===== config.mk =====
export PLATFORM = sky130hd
export DESIGN_NAME = eth_ictl_reg
export DESIGN_NICKNAME = d
export VERILOG_FILES = /design/src/rtl/eth_ictl_pkg.sv /design/src/rtl/eth_ictl_causes.sv /design/src/rtl/eth_ictl_ctrl.sv /design/src/rtl/eth_ictl_txpol.sv /design/src/rtl/eth_ictl_reg.sv
export SDC_FILE = /design/constraint.sdc
export NUM_CORES = 1
export LEC_CHECK = 0
export ABC_AREA = 1
export BUFFER_PORTS_ARGS = -buffer_cell sky130_fd_sc_hd__buf_4
export CORE_UTILIZATION = 31
export DETAILED_ROUTE_END_ITERATION = 6
export HOLD_SLACK_MARGIN = 0.15
export PLACE_DENSITY_LB_ADDON = 0.3
export RECOVER_POWER = 50
export SYNTH_ARGS = -nofsm -noshare
export SYNTH_HDL_FRONTEND = slang
export SYNTH_SLANG_ARGS = --single-unit

===== constraint.sdc =====
create_clock -name clk -period 1.12 [get_ports clk]
set_input_delay 0 -clock clk [delete_from_list [all_inputs] [get_ports clk]]
set_output_delay 0 -clock clk [all_outputs]
set_load 0.03 [all_outputs]

===== src/rtl/eth_ictl_pkg.sv =====
package eth_ictl_pkg;

  localparam int JAB_FLAG_B = 0;
  localparam int JAB_MASK_B = 1;
  localparam int TXS_MASK_B = 2;
  localparam int SYS_FLAG_B = 3;
  localparam int SYS_EN_B   = 4;
  localparam int TXOK_DIS_B = 5;
  localparam int LAST_EN_B  = 6;
  localparam int USED_W     = 7;

  typedef struct packed {
    logic last_en;
    logic txok_dis;
    logic sys_en;
    logic txs_mask;
    logic jab_mask;
  } ctrl_t;

  localparam ctrl_t CTRL_RST = '{last_en: 1'b0, txok_dis: 1'b0, sys_en: 1'b0,
                                 txs_mask: 1'b1, jab_mask: 1'b1};

  function automatic logic w1c_next(input logic cur, input logic set, input logic clr);
    return set | (cur & ~clr);
  endfunction

  function automatic logic tx_raise(input logic done, input logic last_en,
                                    input logic txok_dis, input logic ok,
                                    input logic desc_last);
    if (!done)
      return 1'b0;
    if (last_en)
      return desc_last;
    return ~ok | ~txok_dis;
  endfunction

  function automatic logic irq_calc(input logic jab, input logic jab_mask,
                                    input logic gie, input logic sys,
                                    input logic sys_en);
    return (jab & ~jab_mask & gie) | (sys & sys_en);
  endfunction

endpackage


===== src/rtl/eth_ictl_causes.sv =====
module eth_ictl_causes (
  input  logic clk,
  input  logic rst_n,
  input  logic soft_rst,
  input  logic stop_cmd,
  input  logic compat,
  input  logic mode_10bt,
  input  logic jab_evt,
  input  logic err_parity,
  input  logic err_mabort,
  input  logic err_tabort,
  input  logic clr_jab,
  input  logic clr_sys,
  output logic jab_q,
  output logic sys_q,
  output logic jab_d,
  output logic sys_d
);
  import eth_ictl_pkg::*;

  logic jab_set_w;
  logic sys_set_w;

  assign jab_set_w = jab_evt & mode_10bt & ~compat;
  assign sys_set_w = err_parity | err_mabort | err_tabort;

  always_comb begin
    if (soft_rst || stop_cmd || compat)
      jab_d = 1'b0;
    else
      jab_d = w1c_next(jab_q, jab_set_w, clr_jab);
    if (soft_rst)
      sys_d = 1'b0;
    else
      sys_d = w1c_next(sys_q, sys_set_w, clr_sys);
  end

  always_ff @(posedge clk or negedge rst_n) begin
    if (!rst_n) begin
      jab_q <= 1'b0;
      sys_q <= 1'b0;
    end else begin
      jab_q <= jab_d;
      sys_q <= sys_d;
    end
  end

endmodule


===== src/rtl/eth_ictl_ctrl.sv =====
module eth_ictl_ctrl (
  input  logic                 clk,
  input  logic                 rst_n,
  input  logic                 soft_rst,
  input  logic                 compat,
  input  logic                 wr_en,
  input  eth_ictl_pkg::ctrl_t  wr_ctrl,
  output eth_ictl_pkg::ctrl_t  ctrl_q,
  output eth_ictl_pkg::ctrl_t  ctrl_d
);
  import eth_ictl_pkg::*;

  always_comb begin
    if (soft_rst)
      ctrl_d = CTRL_RST;
    else if (wr_en)
      ctrl_d = wr_ctrl;
    else
      ctrl_d = ctrl_q;
    if (compat && !soft_rst)
      ctrl_d.jab_mask = 1'b0;
  end

  always_ff @(posedge clk or negedge rst_n) begin
    if (!rst_n)
      ctrl_q <= CTRL_RST;
    else
      ctrl_q <= ctrl_d;
  end

endmodule


===== src/rtl/eth_ictl_txpol.sv =====
module eth_ictl_txpol (
  input  logic clk,
  input  logic rst_n,
  input  logic soft_rst,
  input  logic tx_done,
  input  logic tx_ok,
  input  logic tx_desc_last,
  input  logic last_en,
  input  logic txok_dis,
  output logic tx_int_set
);
  import eth_ictl_pkg::*;

  logic raise_w;

  assign raise_w = tx_raise(tx_done, last_en, txok_dis, tx_ok, tx_desc_last);

  always_ff @(posedge clk or negedge rst_n) begin
    if (!rst_n)
      tx_int_set <= 1'b0;
    else
      tx_int_set <= raise_w & ~soft_rst;
  end

endmodule


===== src/rtl/eth_ictl_reg.sv =====
module eth_ictl_reg #(
  parameter int              REG_W       = 32,
  parameter int              STYLE_W     = 8,
  parameter logic [STYLE_W-1:0] COMPAT_CODE = 8'h01
) (
  input  logic               clk,
  input  logic               rst_n,
  input  logic               soft_rst,
  input  logic               stop_cmd,
  input  logic [STYLE_W-1:0] sw_style,
  input  logic               mode_10bt,
  input  logic               glob_ie,
  input  logic               jab_evt,
  input  logic               err_parity,
  input  logic               err_mabort,
  input  logic               err_tabort,
  input  logic               tx_done,
  input  logic               tx_ok,
  input  logic               tx_desc_last,
  input  logic               wr_en,
  input  logic [REG_W-1:0]   wr_data,
  output logic [REG_W-1:0]   rd_data,
  output logic               irq,
  output logic               tx_int_set
);
  import eth_ictl_pkg::*;

  logic  compat_w;
  logic  clr_jab_w;
  logic  clr_sys_w;
  ctrl_t wr_ctrl_w;
  ctrl_t ctrl_q;
  ctrl_t ctrl_d;
  logic  jab_q, sys_q, jab_d, sys_d;
  logic  irq_d;

  assign compat_w  = (sw_style == COMPAT_CODE);
  assign clr_jab_w = wr_en & wr_data[JAB_FLAG_B];
  assign clr_sys_w = wr_en & wr_data[SYS_FLAG_B];

  always_comb begin
    wr_ctrl_w.jab_mask = wr_data[JAB_MASK_B];
    wr_ctrl_w.txs_mask = wr_data[TXS_MASK_B];
    wr_ctrl_w.sys_en   = wr_data[SYS_EN_B];
    wr_ctrl_w.txok_dis = wr_data[TXOK_DIS_B];
    wr_ctrl_w.last_en  = wr_data[LAST_EN_B];
  end

  eth_ictl_causes u_causes (
    .clk        (clk),
    .rst_n      (rst_n),
    .soft_rst   (soft_rst),
    .stop_cmd   (stop_cmd),
    .compat     (compat_w),
    .mode_10bt  (mode_10bt),
    .jab_evt    (jab_evt),
    .err_parity (err_parity),
    .err_mabort (err_mabort),
    .err_tabort (err_tabort),
    .clr_jab    (clr_jab_w),
    .clr_sys    (clr_sys_w),
    .jab_q      (jab_q),
    .sys_q      (sys_q),
    .jab_d      (jab_d),
    .sys_d      (sys_d)
  );

  eth_ictl_ctrl u_ctrl (
    .clk      (clk),
    .rst_n    (rst_n),
    .soft_rst (soft_rst),
    .compat   (compat_w),
    .wr_en    (wr_en),
    .wr_ctrl  (wr_ctrl_w),
    .ctrl_q   (ctrl_q),
    .ctrl_d   (ctrl_d)
  );

  eth_ictl_txpol u_txpol (
    .clk          (clk),
    .rst_n        (rst_n),
    .soft_rst     (soft_rst),
    .tx_done      (tx_done),
    .tx_ok        (tx_ok),
    .tx_desc_last (tx_desc_last),
    .last_en      (ctrl_q.last_en),
    .txok_dis     (ctrl_q.txok_dis),
    .tx_int_set   (tx_int_set)
  );

  assign irq_d = irq_calc(jab_d, ctrl_d.jab_mask, glob_ie, sys_d, ctrl_d.sys_en);

  always_ff @(posedge clk or negedge rst_n) begin
    if (!rst_n)
      irq <= 1'b0;
    else
      irq <= irq_d;
  end

  always_comb begin
    rd_data             = '0;
    rd_data[JAB_FLAG_B] = jab_q;
    rd_data[JAB_MASK_B] = ctrl_q.jab_mask;
    rd_data[TXS_MASK_B] = ctrl_q.txs_mask;
    rd_data[SYS_FLAG_B] = sys_q;
    rd_data[SYS_EN_B]   = ctrl_q.sys_en;
    rd_data[TXOK_DIS_B] = ctrl_q.txok_dis;
    rd_data[LAST_EN_B]  = ctrl_q.last_en;
  end

endmodule


==> load_flow_metrics.sql, run 1 <==
INSERT INTO impl_metrics (metric_group, metric, value, unit) VALUES
('clocking', 'worstSkewPairLatency', '0.25', 'ns'),
('worst_setup_path', 'cp_max_fo', '5', ''),
('clocking', 'post_cts.repair.setup_buffers', '0', ''),
('worst_setup_path', 'reg2reg_from', 'u_ctrl.ctrl_q[0]', ''),
('timing', 'final_critical_path_setup_slack', '0.0545', 'ns'),
('clocking', 'ctsHoldBuffers', '26', ''),
('yosys', 'mean_instance_size_in_the_synthesized_netlist', '7.55', 'sq um'),
('worst_setup_path', 'rr_worst_depth', '5', ''),
('yosys', 'netlist_instances', '88', ''),
('routing', 'post_drt_wl_per_cell', '10.0', 'um'),
('placement', 'placed_cells_incl_taps', '147', ''),
('worst_setup_path', 'startpoint', 'soft_rst', ''),
('final_layout', 'regArea', '228', 'sq um'),
('final_layout', 'stdcell_count', '177', ''),
('pwr', 'power.leakage', '0.613', 'nW'),
('worst_hold_path', 'holdPathStages', '7', ''),
('clocking', 'clock_transition_at_the_registers_of_the_reported_paths', '0.06', 'ns'),
('pwr', 'sw_frac_of_total', '35.2', '%'),
('yosys', 'synth.yosys.seq_area_share', '34.3', '%'),
('pwr', 'peakVddDrop', '0.000350', 'V'),
('timing', 'timing.setup.tns', '0', 'ns'),
('floorplan', 'fp.dieW', '48.3', 'um'),
('global_routing', 'grt_overflow_total', '0', ''),
('yosys', 'cell_type_contributing_the_most_total_cell_area_after_synthesis', 'buf_4', ''),
('pwr', 'power.sequential.fraction', '36.2', '%'),
('clocking', 'postCtsResizedCells', '0', ''),
('final_layout', 'num-nets-final', '205', ''),
('worst_setup_path', 'timing.critical_path.to_type', 'flop', ''),
('worst_setup_path', 'rr_endpoint', 'irq', ''),
('worst_hold_path', 'min-delay-path-class', 'primary input to flop', ''),
('yosys', 'netlist-cell-type-count', '17', ''),
('floorplan', 'start_util', '33.5', '%'),
('routing', 'vias_per_instance', '3.77', ''),
('yosys', 'synth-seq-cells', '9', ''),
('clocking', 'cts.path.max_buffers', '2', ''),
('worst_setup_path', 'cpPeakStageDelay', '0.54', 'ns'),
('floorplan', 'chipHeight', '48.3', 'um'),
('yosys', 'synth_top_cell_area_share', '32.8', '%'),
('pwr', 'internal_pwr_total', '0.636', 'mW'),
('routing', 'drc_errors', '0', ''),
('worst_setup_path', 'library_cell_contributing_the_largest_single_delay_on_the_critical_path', 'dlygate4sd3_1', ''),
('pwr', 'power.net_switching', '0.346', 'mW'),
('worst_setup_path', 'timing_worst_setup_path_type', 'primary input to flop', ''),
('status', 'status', 'finished clean', ''),
('final_layout', 'final.fill_count', '176', ''),
('timing', 'grt_setup_unrepaired', 'false', ''),
('worst_setup_path', 'worst-endpoint-required', '1.27', 'ns'),
('routing', 'antenna_violating_nets_post_route', '0', ''),
('final_layout', 'layout-area-overhead-vs-synth', '66.9', '%'),
('final_layout', 'combined_area_of_the_multi_input_logic_cells', '256', 'sq um'),
('floorplan', 'fp-row-count', '16', ''),
('clocking', 'cts_sinks', '9', ''),
('final_layout', 'layout.cells.most_common_list', '29 x buf_4, 26 x dlygate4sd3_1, 25 x conb_1', ''),
('placement', 'place.detailed.hpwl', '1040', 'um'),
('timing', 'final_count_of_hold_timing_violations', '0', ''),
('routing', 'detail_route.wirelength', '1770', 'um'),
('floorplan', 'design.portCount', '88', ''),
('final_layout', 'drive_gt1_share', '25.3', '%'),
('pwr', 'power_density', '886', 'nW/um^2'),
('global_routing', 'grt_max_degree', '8', ''),
('clocking', 'numCtsBuffers', '3', ''),
('worst_setup_path', 'worst_setup_path_end', 'irq', ''),
('timing', 'setup_viol', '0', ''),
('global_routing', 'number_of_global_route_vias_before_repair', '592', ''),
('yosys', 'synth.yosys.warnings', '0', ''),
('worst_setup_path', 'critical_path_arrival', '1.21', 'ns'),
('global_routing', 'grt_use_total', '14.3', '%'),
('floorplan', 'core-area', '1980', 'sq um'),
('floorplan', 'fp.dieArea', '2330', 'sq um'),
('placement', 'gp_congestion', '0.672', ''),
('final_layout', 'final_common_cell', 'buf_4', '');
==> worst min path at each step <==
stage	from	to	slack, ns
floorplan	rst_n	irq	-0.30
global placement	rst_n	irq	-0.17
detailed placement	rst_n	u_causes.jab_q	-0.17
CTS	sw_style[3]	u_ctrl.ctrl_q[0]	0.15
global route	sw_style[0]	u_ctrl.ctrl_q[0]	0.19
finish	sw_style[3]	u_ctrl.ctrl_q[0]	0.17
==> flip-flops by register name (all words and copies together) (netlist names) <==
name and count:
u_txpol.tx_int_set 1, irq 1, u_causes.jab_q 1, u_causes.sys_q 1
u_ctrl.ctrl_q 5
==> through the flow <==
stage               power, mW  util (%)  hold slack [ns]
floorplan               0.631         -           -0.296
global placement        0.670      42.8           -0.172
detailed placement      0.672      42.8           -0.171
CTS                      1.00      57.3            0.152
global route             1.05      55.9            0.191
finish                  0.982      55.9            0.173
==> power by group through the flow <==
| stage | combinational, mW | clock (mW) | sequential [mW] |
|---|---|---|---|
| after floorplan | 0.249 | 0 | 0.381 |
| after global placement | 0.310 | 0 | 0.360 |
| after detailed placement | 0.311 | 0 | 0.361 |
| after CTS | 0.385 | 0.264 | 0.355 |
| after global routing | 0.408 | 0.287 | 0.357 |
| final | 0.379 | 0.247 | 0.355 |
==> cells by family (layout without fill, tap and decap cells) <==
| group | count (synthesis) | in the layout | share of synthesized area, % |
|---|---|---|---|
| buffers and inverters | 43 | 81 | 40.7 |
| DFF | 9 | 9 | 34.3 |
| other | 1 | 25 | 0.564 |
| and+or+nand+nor | 28 | 28 | 16.9 |
| AOI/OAI and AO/OA | 7 | 7 | 7.53 |
==> synth_stat cells, drive strengths merged <==
library cell	instances
buf	29
nand2	20
inv	14
dfrtp	7
nor2	4
nand3	3
a22o	2
dfstp	2
a21oi	1
a31oi	1
conb	1
nor3	1
o211ai	1
o21ai	1
o22a	1
==> critical path, delay by kind of cell <==
family	cells	cell delay, ns
AND/OR/NAND/NOR	3	0.20
buffers and inverters	4	0.79
AO/OA/AOI/OAI	1	0.24
==> cell type report <==
cell class,count,area share (%)
timing repair buffer,63,46.2
multi-input combinational,60,23.1
sequential,9,20.5
inverter,14,4.74
tap,27,3.05
clock buffer,4,2.37
==> layer usage <==
metal  wire (um)  vias to the layer above
li1            -                      339
met1         636                      286
met2         965                       38
met3         135                        4
met4          35                        0
met5           0                        -
Power figures use the tool's default switching activity.
==> inputs of run 2 (changes only) <==
- ABC_AREA: 1 -> not set
==> load_flow_metrics.sql, run 2 <==
INSERT INTO impl_metrics (metric_group, metric, value, unit) VALUES
('worst_setup_path', 'cpPeakStageDelay', '0.56', 'ns'),
('worst_setup_path', 'timing.critical_path.buf_inv', '2', ''),
('global_routing', 'grt_first_pass_wirelength', '2420', 'um'),
('floorplan', 'design.portCount', '88', ''),
('yosys', 'synth_top_cells_by_count', '29 x buf_4, 7 x dfrtp_1, 4 x mux2i_1, 4 x nor2_1, 3 x a21oi_1', ''),
('global_routing', 'number_of_global_route_vias_before_repair', '577', ''),
('clocking', 'clock_transition_at_the_registers_of_the_reported_paths', '0.06', 'ns'),
('yosys', 'synth_edf_count', '0', ''),
('worst_setup_path', 'path_cells', 'dlygate4sd3_1 > buf_6 > mux2i_4 > and3_1 > a22o_1', ''),
('routing', 'post_drt_wl_per_cell', '10.0', 'um'),
('worst_hold_path', 'hold_path_startpoint', 'sw_style[7]', ''),
('yosys', 'synth-seq-cells', '9', ''),
('timing', 'max_freq', '0.942', 'GHz'),
('global_routing', 'antenna_found_initial', '0', ''),
('timing', 'min_period', '1.06', 'ns'),
('yosys', 'synth_simple_gate_area_share', '15.0', '%'),
('clocking', 'htree_num_levels', '1', ''),
('worst_setup_path', 'cp_max_fo', '8', ''),
('floorplan', 'fp.dieArea', '2370', 'sq um'),
('final_layout', 'stdcell_count', '146', ''),
('run', 'maxCapViolCount', '0', ''),
('routing', 'vias_per_instance', '3.90', ''),
('clocking', 'cell_chosen_for_the_clock_root', 'clkbuf_4', ''),
('yosys', 'synth_top_cell_area_share', '32.2', '%'),
('status', 'status', 'finished clean', ''),
('final_layout', 'max_flop_register', 'u_ctrl.ctrl_q', ''),
('yosys', 'cell_type_contributing_the_most_total_cell_area_after_synthesis', 'buf_4', ''),
('pwr', 'power_density', '927', 'nW/um^2'),
('final_layout', 'num-nets-final', '174', ''),
('yosys', 'synth.yosys.seq_area_share', '33.7', '%'),
('global_routing', 'grt_use_total', '13.2', '%'),
('yosys', 'async_reset_ff_share', '100', '%'),
('final_layout', 'final_common_cell', 'buf_4', ''),
('yosys', 'combinational_family_with_the_most_area_after_synthesis', 'buffers and inverters', ''),
('worst_setup_path', 'timing_worst_setup_path_type', 'primary input to flop', ''),
('yosys', 'yosys.cell_count.top_type', 'buf_4', ''),
('worst_setup_path', 'ff2ff_setup_slack', '0.08', 'ns'),
('timing', 'final_count_of_hold_timing_violations', '0', ''),
('yosys', 'netlist_instances', '67', ''),
('routing', 'drc_errors', '0', ''),
('placement', 'gp_congestion', '0.598', ''),
('final_layout', 'antennaDiodeCount', '0', ''),
('yosys', 'synth.area.mux_share', '5.93', '%'),
('clocking', 'cts_sinks', '9', ''),
('worst_hold_path', 'whs_endpoint', 'u_ctrl.ctrl_q[0]', ''),
('routing', 'detail_route.wirelength', '1460', 'um'),
('final_layout', 'layout-area-overhead-vs-synth', '54.6', '%'),
('floorplan', 'start_util', '33.8', '%'),
('worst_setup_path', 'rr_worst_depth', '3', ''),
('worst_setup_path', 'critical_path.top_delay_family', 'buffers and inverters', ''),
('final_layout', 'layout.cells.most_common_list', '30 x buf_4, 25 x conb_1, 18 x dlygate4sd3_1', ''),
('yosys', 'synth.yosys.warnings', '0', ''),
('worst_setup_path', 'worst-endpoint-required', '1.26', 'ns'),
('clocking', 'numCtsBuffers', '3', ''),
('timing', 'grt_setup_unrepaired', 'false', ''),
('yosys', 'synthAdderAreaFrac', '0', '%'),
('worst_setup_path', 'reg2reg_from', 'u_ctrl.ctrl_q[0]', ''),
('yosys', 'post_synth_xor_area_fraction', '0', '%'),
('floorplan', 'fp.dieW', '48.7', 'um'),
('worst_hold_path', 'min-delay-path-class', 'primary input to flop', ''),
('placement', 'io_buffer_count', '37', ''),
('pwr', 'power.leakage', '0.529', 'nW'),
('floorplan', 'core-area', '2000', 'sq um'),
('worst_setup_path', 'library_cell_contributing_the_largest_single_delay_on_the_critical_path', 'dlygate4sd3_1', ''),
('global_routing', 'grt_overflow_total', '0', ''),
('routing', 'antenna_violating_nets_post_route', '0', ''),
('worst_setup_path', 'worst_setup_path_start_kind', 'primary input', ''),
('routing', 'dr.pass1.iters', '3', ''),
('placement', 'place.detailed.hpwl', '963', 'um'),
('timing', 'timing.setup.tns', '0', 'ns'),
('final_layout', 'drive_gt1_share', '33.6', '%'),
('worst_setup_path', 'critical_path_arrival', '1.20', 'ns'),
('clocking', 'ctsHoldBuffers', '18', ''),
('floorplan', 'fp-row-count', '16', ''),
('clocking', 'cts.path.max_buffers', '2', ''),
('yosys', 'area_contributors_post_synth', 'buf_4 32%, dfrtp_1 26%, dfstp_2 7.8%', ''),
('yosys', 'synth_compound_gate_area_share', '10.2', '%'),
('final_layout', 'largest_register_ff_count', '5', ''),
('worst_setup_path', 'timing.critical_path.to_type', 'flop', ''),
('worst_hold_path', 'holdPathStages', '4', ''),
('floorplan', 'chipHeight', '48.7', 'um'),
('yosys', 'netlist-cell-type-count', '23', ''),
('global_routing', 'grt_max_degree', '9', ''),
('clocking', 'tritoncts', 'built', ''),
('routing', 'num_vias', '569', ''),
('timing', 'setup_viol', '0', ''),
('timing', 'post-route-period-util', '94.7', '%'),
('yosys', 'synth_ff_type', 'dfrtp_1', ''),
('pwr', 'peakVddDrop', '0.000353', 'V'),
('timing', 'finClkSkew', '0.00125', 'ns'),
('placement', 'placed_cells_incl_taps', '124', ''),
('routing', 'dr.first_iter.drc_count', '4', ''),
('yosys', 'synthesis.area', '676', 'sq um'),
('clocking', 'worstSkewPairLatency', '0.25', 'ns'),
('worst_setup_path', 'rr_endpoint', 'irq', ''),
('timing', 'slew_viol_final', '0', ''),
('yosys', 'mean_instance_size_in_the_synthesized_netlist', '10.1', 'sq um');
[run 2: changes by cell type after synthesis, sizes merged, moves of 2 or more]
cell   delta
nand2    -19
a21oi     +3
nand3     -3
mux2i     +4
inv      -14
a21bo     +2
[run 2: logic make-up after synthesis]
group	count (synthesis)
AOI/OAI and AO/OA	9
buffers and inverters	31
DFF	9
muxes	4
other	1
and+or+nand+nor	13
[run 2: worst max path at each step]
stage,startpoint,end,slack [ns],depth (start not counted)
detailed placement,u_ctrl.ctrl_q[0],irq,0.08,3
floorplan,u_ctrl.ctrl_q[0],irq,-0.004,3
finish,wr_en,irq,0.06,5
global placement,u_ctrl.ctrl_q[0],irq,0.08,3
CTS,err_mabort,irq,0.07,5
global route,wr_en,irq,0.02,5
[run 2: final cells by class]
type / instances / area (sq um)
Tap cell: 27 / 33.8
Fill cell: 192 / 957
Timing Repair Buffer: 55 / 439
Sequential cell: 9 / 228
Clock buffer: 4 / 26.3
Multi-Input combinational cell: 51 / 318
[run 2: worst min-delay path, delay by kind of cell]
kind | cells | cell delay (ns)
and+or+nand+nor | 2 | 0.14
buffers and inverters | 1 | 0.09
AOI/OAI and AO/OA | 1 | 0.09
[run 2: power by group]
| group | switching, mW | internal, mW | total (mW) |
|---|---|---|---|
| sequential | 0.0104 | 0.347 | 0.357 |
| combinational | 0.221 | 0.149 | 0.370 |
| clock | 0.105 | 0.137 | 0.242 |
| total | 0.336 | 0.632 | 0.968 |
[run 2: what timing repair did]
item / in CTS / in global routing
buffers inserted: 0 / 0
hold endpoints to repair: 18 / 1
resized for setup: 0 / 4
setup endpoints to repair: 0 / 1
[run 2: metal layers]
| metal | global-route usage (%) | vias to the layer above | wire (um) |
|---|---|---|---|
| met2 | 24.5 | 41 | 748 |
| met4 | 4.41 | 0 | 0 |
| met5 | 0 | - | 0 |
| met3 | 3.77 | 0 | 139 |
| met1 | 14.0 | 258 | 572 |
| li1 | - | 270 | - |
[run 2: per-stage QoR]
step	power (mW)	instance area [sq um]	hold WS, ns	util, %	setup WS (ns)
2_1_floorplan	0.639	766	-0.296	-	-0.00426
3_3_place_gp	0.677	843	-0.173	42.1	0.0823
3_5_place_dp	0.681	843	-0.173	42.1	0.0814
4_1_cts	0.976	1050	0.0955	52.4	0.0699
5_1_grt	1.03	1040	0.131	52.2	0.0232
6_report	0.968	1040	0.101	52.2	0.0590
==> inputs of run 3 (changes only) <==
- BUFFER_PORTS_ARGS: -buffer_cell sky130_fd_sc_hd__buf_4 -> -buffer_cell sky130_fd_sc_hd__buf_2
- CORE_UTILIZATION: 31 -> 33
- GPL_TIMING_DRIVEN: not set -> 0
- clock period: 1.12 -> 1.3 ns (I/O delays scaled with it)
==> load_flow_metrics.sql, run 3 (same netlist as run 2, synthesis figures left out) <==
INSERT INTO impl_metrics (metric_group, metric, value, unit) VALUES
('routing', 'dr.pass1.iters', '4', ''),
('placement', 'gp_congestion', '0.630', ''),
('worst_setup_path', 'critical_path_arrival', '1.37', 'ns'),
('pwr', 'peakVddDrop', '0.000418', 'V'),
('routing', 'antenna_violating_nets_post_route', '0', ''),
('global_routing', 'grt_use_total', '14.9', '%'),
('routing', 'vias_per_instance', '3.69', ''),
('placement', 'place.detailed.hpwl', '1070', 'um'),
('final_layout', 'num-nets-final', '208', ''),
('final_layout', 'max_flop_register', 'u_ctrl.ctrl_q', ''),
('final_layout', 'layout-area-overhead-vs-synth', '80.7', '%'),
('routing', 'num_vias', '664', ''),
('floorplan', 'core-area', '1940', 'sq um'),
('routing', 'dr.first_iter.drc_count', '4', ''),
('worst_setup_path', 'timing.critical_path.to_type', 'flop', ''),
('pwr', 'power_density', '725', 'nW/um^2'),
('worst_setup_path', 'cpPeakStageDelay', '0.55', 'ns'),
('timing', 'final_count_of_hold_timing_violations', '0', ''),
('clocking', 'tritoncts', 'built', ''),
('worst_setup_path', 'path_cells', 'mux2i_1 > dlygate4sd3_1 > nor2_1', ''),
('worst_setup_path', 'timing_worst_setup_path_type', 'flop to flop', ''),
('routing', 'drc_errors', '0', ''),
('timing', 'finClkSkew', '0.00566', 'ns'),
('clocking', 'cts.path.max_buffers', '2', ''),
('global_routing', 'grt_max_degree', '9', ''),
('floorplan', 'chipHeight', '47.3', 'um'),
('worst_hold_path', 'min-delay-path-class', 'primary input to flop', ''),
('status', 'status', 'finished clean', ''),
('global_routing', 'grt_overflow_total', '0', ''),
('global_routing', 'antenna_found_initial', '0', ''),
('worst_setup_path', 'critical_path.top_delay_family', 'buffers and inverters', ''),
('timing', 'setup_viol', '0', ''),
('timing', 'slew_viol_final', '0', ''),
('clocking', 'clock_transition_at_the_registers_of_the_reported_paths', '0.06', 'ns'),
('floorplan', 'design.portCount', '88', ''),
('floorplan', 'fp.dieW', '47.3', 'um'),
('clocking', 'worstSkewPairLatency', '0.26', 'ns'),
('timing', 'min_period', '1.23', 'ns'),
('timing', 'max_freq', '0.811', 'GHz'),
('clocking', 'cell_chosen_for_the_clock_root', 'clkbuf_4', ''),
('timing', 'grt_setup_unrepaired', 'false', ''),
('worst_setup_path', 'worst-endpoint-required', '1.44', 'ns'),
('global_routing', 'grt_first_pass_wirelength', '2220', 'um'),
('floorplan', 'fp.dieArea', '2230', 'sq um'),
('final_layout', 'final_core_utilization', '62.9', '%'),
('clocking', 'cts_sinks', '9', ''),
('timing', 'post-route-period-util', '94.9', '%'),
('placement', 'placed_cell_area', '975', 'sq um'),
('final_layout', 'largest_register_ff_count', '5', ''),
('floorplan', 'start_util', '34.8', '%'),
('clocking', 'postCtsResizedCells', '0', ''),
('worst_setup_path', 'cp_max_fo', '4', ''),
('worst_setup_path', 'worst_setup_path_start_kind', 'flop', ''),
('final_layout', 'drive_gt1_share', '43.1', '%'),
('placement', 'io_buffer_count', '35', ''),
('clocking', 'htree_num_levels', '1', ''),
('global_routing', 'number_of_global_route_vias_before_repair', '572', ''),
('worst_setup_path', 'library_cell_contributing_the_largest_single_delay_on_the_critical_path', 'dlygate4sd3_1', ''),
('final_layout', 'layout.cells.most_common_list', '29 x buf_4, 27 x buf_2, 25 x conb_1', ''),
('timing', 'timing.setup.tns', '0', 'ns'),
('clocking', 'numCtsBuffers', '3', ''),
('run', 'maxCapViolCount', '0', ''),
('worst_setup_path', 'timing.critical_path.buf_inv', '1', ''),
('routing', 'post_drt_wl_per_cell', '9.09', 'um'),
('final_layout', 'layout.cell_area.non_filler', '1220', 'sq um'),
('pwr', 'power.leakage', '0.674', 'nW'),
('final_layout', 'antennaDiodeCount', '0', ''),
('floorplan', 'fp-row-count', '16', ''),
('routing', 'detail_route.wirelength', '1640', 'um'),
('final_layout', 'final_common_cell', 'buf_4', '');
run 3: cell count changes in the layout (fill, tap and decap cells not counted):
cell | before | now
buf_2 | 0 | 27
clkbuf_2 | 0 | 1
mux2i_4 | 1 | 0
dlygate4sd3_1 | 18 | 23
nor3_2 | 1 | 0
mux2i_1 | 3 | 4
clkbuf_1 | 7 | 9
buf_4 | 30 | 29
nor3_1 | 0 | 1
a21oi_1 | 4 | 3
a21oi_2 | 0 | 1
run 3: power breakdown:
| group | total (mW) | internal (mW) | switching [mW] |
|---|---|---|---|
| logic | 0.369 | 0.168 | 0.201 |
| registers | 0.307 | 0.299 | 0.00830 |
| clock network | 0.210 | 0.118 | 0.0919 |
run 3: final timing paths:
path	cells past startpoint	slack [ns]	endpoint	start
worst max-delay path	3	0.07	u_ctrl.ctrl_q[4]	u_ctrl.ctrl_q[4]
worst min-delay path	3	0.1	u_ctrl.ctrl_q[2]	wr_en
worst max register to register	3	0.07	u_ctrl.ctrl_q[4]	u_ctrl.ctrl_q[4]
worst min register to register	2	0.57	u_ctrl.ctrl_q[2]	u_ctrl.ctrl_q[2]
max in group asynchronous	3	0.22	u_txpol.tx_int_set	rst_n
min in group asynchronous	2	0.30	u_ctrl.ctrl_q[0]	rst_n
run 3: final cells by class:
| cell class | count | area, sq um |
|---|---|---|
| fillers | 172 | 721 |
| repair buffers | 58 | 395 |
| multi-input cells | 51 | 304 |
| plain buffers | 31 | 234 |
| flip-flops and latches | 9 | 228 |
| well taps | 27 | 33.8 |
| clock buffers | 4 | 26.3 |
run 3: metal layers:
metal	GRT usage, %	part of all wire, %	vias to the layer above
li1	-	-	338
met1	14.0	37	287
met2	27.9	54	35
met3	5.77	7.0	4
met4	6.86	1.4	0
met5	0	0	-
run 3: timing repair:
action / in CTS / in global routing
buffers inserted: 0 / 0
endpoints found under the setup margin: 0 / 1
endpoints found under the hold margin: 18 / 0
hold buffers: 24 / 0
run 3: through the flow:
| step | worst slack (ns) | total power, mW | hold slack (ns) | instances |
|---|---|---|---|---|
| 6_report | 0.0662 | 0.886 | 0.0976 | 180 |
| 5_1_grt | 0.000956 | 0.933 | 0.157 | 180 |
| 4_1_cts | 0.0444 | 0.893 | 0.153 | 181 |
| 3_5_place_dp | 0.241 | 0.623 | -0.146 | 153 |
| 3_3_place_gp | 0.275 | 0.619 | -0.145 | 153 |
| 2_1_floorplan | 0.156 | 0.551 | -0.296 | 91 |
run 3: tightest hold or removal path, delay by kind of cell:
kind / cells / cell delay (ns)
and+or+nand+nor: 1 / 0.11
muxes: 1 / 0.07
buffers and inverters: 1 / 0.11
